[src/rtl/dly_pkg.sv]
package dly_pkg;

   // number of stages in section k
   function automatic int sec_len(input int k);
      return 1 << k;
   endfunction

   // largest delay reachable with nseg sections
   function automatic int max_delay(input int nseg);
      return (1 << nseg) - 1;
   endfunction

endpackage

[src/rtl/dly_bypass_mux.sv]
module dly_bypass_mux #(
   parameter int W = 8
) (
   input  logic         use_sec,
   input  logic [W-1:0] thru,
   input  logic [W-1:0] skip,
   output logic [W-1:0] y
);
   always_comb begin
      y = use_sec ? thru : skip;
   end
endmodule

[src/rtl/dly_stage_bank.sv]
module dly_stage_bank #(
   parameter int W   = 8,
   parameter int LEN = 1
) (
   input  logic         clk,
   input  logic         rst,
   input  logic [W-1:0] feed,
   output logic [W-1:0] last
);
   generate
      if (LEN < 1) begin : g_bad_len
         $error("dly_stage_bank: LEN must be at least 1");
      end

      if (LEN == 1) begin : g_single
         logic [W-1:0] q;
         always_ff @(posedge clk) begin
            if (rst) q <= '0;
            else     q <= feed;
         end
         assign last = q;
      end else begin : g_chain
         logic [W-1:0] pipe [LEN];
         always_ff @(posedge clk) begin
            if (rst) begin
               for (int i = 0; i < LEN; i++) pipe[i] <= '0;
            end else begin
               pipe[0] <= feed;
               for (int i = 1; i < LEN; i++) pipe[i] <= pipe[i-1];
            end
         end
         assign last = pipe[LEN-1];
      end
   endgenerate
endmodule

[src/rtl/dly_section.sv]
module dly_section #(
   parameter int W   = 8,
   parameter int IDX = 0
) (
   input  logic         clk,
   input  logic         rst,
   input  logic         use_sec,
   input  logic [W-1:0] feed,
   output logic [W-1:0] y
);
   import dly_pkg::*;

   localparam int LEN = sec_len(IDX);

   logic [W-1:0] tail;

   // storage always advances; the mux alone decides whether it counts
   dly_stage_bank #(.W(W), .LEN(LEN)) u_bank (
      .clk  (clk),
      .rst  (rst),
      .feed (feed),
      .last (tail)
   );

   dly_bypass_mux #(.W(W)) u_mux (
      .use_sec (use_sec),
      .thru    (tail),
      .skip    (feed),
      .y       (y)
   );
endmodule

[src/rtl/dly_line.sv]
module dly_line #(
   parameter int W    = 8,
   parameter int NSEG = 6
) (
   input  logic            clk,
   input  logic            rst,
   input  logic [W-1:0]    din,
   input  logic [NSEG-1:0] dly_sel,
   output logic [W-1:0]    dout
);
   import dly_pkg::*;

   localparam int MAXD = max_delay(NSEG);

   generate
      if (W < 1) begin : g_bad_w
         $error("dly_line: W must be at least 1");
      end
      if (NSEG < 1 || NSEG > 10) begin : g_bad_nseg
         $error("dly_line: NSEG must lie in 1..10");
      end
      if (MAXD < 1) begin : g_bad_maxd
         $error("dly_line: derived maximum delay is empty");
      end
   endgenerate

   // node[k] feeds section k; node[NSEG] is the line output
   logic [W-1:0] node [NSEG+1];

   assign node[0] = din;

   genvar k;
   generate
      for (k = 0; k < NSEG; k++) begin : g_sec
         dly_section #(.W(W), .IDX(k)) u_sec (
            .clk     (clk),
            .rst     (rst),
            .use_sec (dly_sel[k]),
            .feed    (node[k]),
            .y       (node[k+1])
         );
      end
   endgenerate

   assign dout = node[NSEG];
endmodule

[config.mk]
export PLATFORM = sky130hd
export DESIGN_NAME = dly_line
export DESIGN_NICKNAME = d
export VERILOG_FILES = /design/src/rtl/dly_pkg.sv /design/src/rtl/dly_bypass_mux.sv /design/src/rtl/dly_stage_bank.sv /design/src/rtl/dly_section.sv /design/src/rtl/dly_line.sv
export SDC_FILE = /design/constraint.sdc
export NUM_CORES = 1
export LEC_CHECK = 0
export BUFFER_PORTS_ARGS = -buffer_cell sky130_fd_sc_hd__buf_2
export CAP_MARGIN = 0
export CORE_ASPECT_RATIO = 1.75
export CORE_MARGIN = 4
export CORE_UTILIZATION = 55
export CTS_BUF_LIST = sky130_fd_sc_hd__clkbuf_2 sky130_fd_sc_hd__clkbuf_4 sky130_fd_sc_hd__clkbuf_8
export DETAILED_ROUTE_END_ITERATION = 16
export GPL_TIMING_DRIVEN = 0
export PLACE_DENSITY = 0.71
export RECOVER_POWER = 25
export REMOVE_ABC_BUFFERS = 1
export SYNTH_ARGS = -nofsm -noshare
export SYNTH_HDL_FRONTEND = slang
export SYNTH_SLANG_ARGS = --single-unit
export TNS_END_PERCENT = 30
[constraint.sdc]
create_clock -name clk -period 3.2 [get_ports clk]
set_clock_uncertainty 0.1 [all_clocks]
set_input_delay 0.48 -clock clk [delete_from_list [all_inputs] [get_ports clk]]
set_output_delay 0.48 -clock clk [all_outputs]
set_load 0.03 [all_outputs]
==> results.md <==
- Status: finished, final reports clean
- Layout Cells excl Fill: 1560
- Total of max-cap violations: 0
- CTS sink cnt: 504
- Floorplan row count: 77
- H-tree depth: 2
- Int Power: 9.03 mW
- FF-to-FF setup slack: 1.84 ns
- GRT Max-Usage Layer: met2
- Vias: 7029
- I/O pin cnt: 24
- Setup Viol. Count Final: 0
- Tightest Pin Transition: 0.865 ns
- Setup CP Type: input pin to primary output
- Synth Area per Inst: 12.1 sq um
- Yosys cell types: 25
- Met2 GRT Util: 21.5%
- Met1 Usage GRT: 18.5%
- Critical path's slowest cell: or3_1
- Iter 0 DRT Violations: around 300
- Setup crit end kind: primary output
- Placed insts: ~1.4k
- Die Y: between 200 and 250 um
- Clock buffer depth: 3
- Power share of the combinational group: 2.3%
- Clock buffer count from CTS: between 60 and 70
- Reg2Reg Depth: 3
- First-pass DRT Iterations: 4
- Drc violations: 0
- Sequential-to-total area share from yosys stat: 71.4%
- Setup crit start kind: input pin
- CTS tree: yes
- Ys Warns: 0
- RSZ-0062 raised after global routing: false
- Reg2reg end: g_sec[3].u_sec.u_bank.g_chain.pipe[0][1]
- Setup ws final: 0.490 ns
- Critical-path cell list: buf_2 -> or3_1 -> o22ai_2 -> o31ai_1 -> buf_2
- Fin nets: between 1k and 1.5k
- VDD IR-drop max: 0.566 mV
- Clock share of power: about two fifths
- Synth Instances: 1164
- Number of global-route vias before repair: just under 7k
- Met3 Track Usage GR: 3.23%
- Post-DP HPWL: between 10 and 15 mm
- CP endpoint: dout[7]
- Layout overhead on the synthesized area: 12.3%
- Most frequent cells in the layout: 504 x dfxtp_1, 473 x nor2b_1, 82 x clkbuf_8
- P_leak: 6.26 nW
- Via/cell ratio: 4.51
- Rel. slew slack: between 40% and 50%
- Most common cell after layout, fill and taps aside: dfxtp_1
- Tot Pwr: 11.4 mW
- Critical Path RT: 2.62 ns
- Die X-Extent: roughly 130 um
- Pwr/cell area: 716 nW/um^2
- First-pass GRT wire length: 32.6 mm
- Main synth FF type: dfxtp_1
- Final RePlAce weighted congestion: 0.780
- Total track usage: 13.9%
- Cell Area, Synth: 14100 sq um
- Fin. max-slew vios: 0
- Insertion delay to the later sink of the worst-skew pair: roughly 0.58 ns
- Setup Buffers After CTS: 0
- Worst Hold Class: input pin to register
- Final antenna-violating net count: 0
- Sw frac: 20.5%
- Crit-path most repeated cell: buf_2
- Grt ovf: 0
- Critical Path AT: 2.13 ns
- Share of layout cells above drive strength 1: around an eighth
- Total Neg Setup Slack: 0 ns
- ANT cells: 0
- Slowest stage delay, CP: 0.49 ns
- #FFs+latches synth: between 500 and 600
- Post-synth EDFFs: 0
- Switching component of the power: 2.33 mW
- Core area: around 25000 sq um
- Core Util, Final: a little over three fifths
- Root Driver: clkbuf_8
- Port Buf Inserts: 23
- WL/cell: 12.0 um
- Starting density of the core: 55.8%
- Min Tclk post-route: 2.71 ns
- CP top delay family: compound AO/OA/AOI/OAI gates
- Clk slew on worst S/H paths: 0.07 ns
- DIE AREA: 28400 sq um
- Initial antenna violation count: 0
- Sequential power share: 55.9%
- Reg-to-Reg Start: g_sec[0].u_sec.u_bank.last[1]
- WP buf/inv: 2
- Final hold vios: 0
- Final wirelength: between 15 and 20 mm
- FMAX: approximately 0.37 GHz
- Pre-CTS setup slack: ~0.37 ns
- Crit path launch: dly_sel[1]
- Ys async rst share: 0%
- Cell count along the critical path: 5
- Period utilization: between 80% and 90%
- Crit Path Max Fanout: 17
- Largest net degree at the start of global routing: 183
==> Yosys cell counts, types with 8 or more instances <==
cell / n / area [sq um]
o32ai_1: 8 / 70.1
buf_2: 8 / 40.0
nor2_1: 8 / 30.0
o22ai_2: 8 / 100
o21ai_0: 11 / 55.1
nand2_1: 24 / 90.1
mux2_2: 8 / 90.1
o31ai_1: 8 / 60.1
nor3_1: 8 / 40.0
nor2b_1: 473 / 2960
o22ai_1: 12 / 75.1
clkbuf_1: 54 / 203
o21a_1: 8 / 60.1
dfxtp_1: 504 / 10100
==> through the flow <==
step                      area (sq um)  hold WS (ns)
after CTS                        15900        0.0137
after global routing             15900        0.0280
final                            15900        0.0650
after floorplan                  13800         0.314
after detailed placement         14400         0.320
after global placement           14400         0.316
==> layout make-up <==
class	instances	area (sq um)
Clock buffer	95	1230
Clock inverter	20	155
Fill cell	1954	9470
Inverter	1	3.75
Multi-Input combinational cell	592	3750
Sequential cell	504	10100
Tap cell	316	395
Timing Repair Buffer	32	250
==> worst reg2reg max path, cell delays in order (launching register included) <==
cell and delay (ns):
dfxtp_1 0.30, mux2_2 0.29, o21ai_0 0.31, o22ai_1 0.18
==> state kept, by name, summed over array words and instances (netlist names) <==
signal                           flops
g_sec.u_sec.u_bank.g_chain.pipe    496
g_sec.u_sec.u_bank.last              8
==> timing repair <==
item                                   CTS  global route
endpoints found under the hold margin    7             0
hold buffers                             7             0
resized for setup                        0             0
==> worst min path at each step <==
stage	from	end	slack, ns	cells past startpoint
2_1_floorplan	g_sec[1].u_sec.u_bank.g_chain.pipe[0][2]	g_sec[1].u_sec.u_bank.g_chain.pipe[0][10]	0.31	1
3_3_place_gp	g_sec[1].u_sec.u_bank.g_chain.pipe[0][1]	g_sec[1].u_sec.u_bank.g_chain.pipe[0][9]	0.32	1
3_5_place_dp	g_sec[5].u_sec.u_bank.g_chain.pipe[5][4]	g_sec[5].u_sec.u_bank.g_chain.pipe[6][4]	0.32	1
4_1_cts	din[2]	g_sec[0].u_sec.u_bank.last[2]	0.01	2
5_1_grt	din[2]	g_sec[0].u_sec.u_bank.last[2]	0.03	2
6_report	din[2]	g_sec[0].u_sec.u_bank.last[2]	0.06	2
==> logic make-up (layout without fill, tap and decap cells) <==
| family | after synthesis | after routing | share of synthesized area [%] |
|---|---|---|---|
| flip-flops | 504 | 504 | 71.4 |
| multiplexers | 8 | 8 | 0.638 |
| buffers and inverters | 68 | 148 | 2.04 |
| AND/OR/NAND/NOR | 528 | 528 | 22.8 |
| AO/OA/AOI/OAI | 56 | 56 | 3.12 |
==> power groups by stage <==
stage                     registers (mW)  logic (mW)  clock network (mW)
after detailed placement            6.49       0.257                   0
after CTS                           6.35       0.265                4.91
final                               6.35       0.259                4.75
after global placement              6.49       0.247                   0
after floorplan                     6.49       0.110                   0
after global routing                6.35       0.291                5.19
==> layer usage <==
| layer | up-vias | wire length (um) |
|---|---|---|
| met4 | 0 | 590 |
| li1 | 3656 | - |
| met5 | - | 0 |
| met3 | 43 | 722 |
| met2 | 91 | 8450 |
| met1 | 3239 | 8980 |
(Power assumes the default switching activity.)
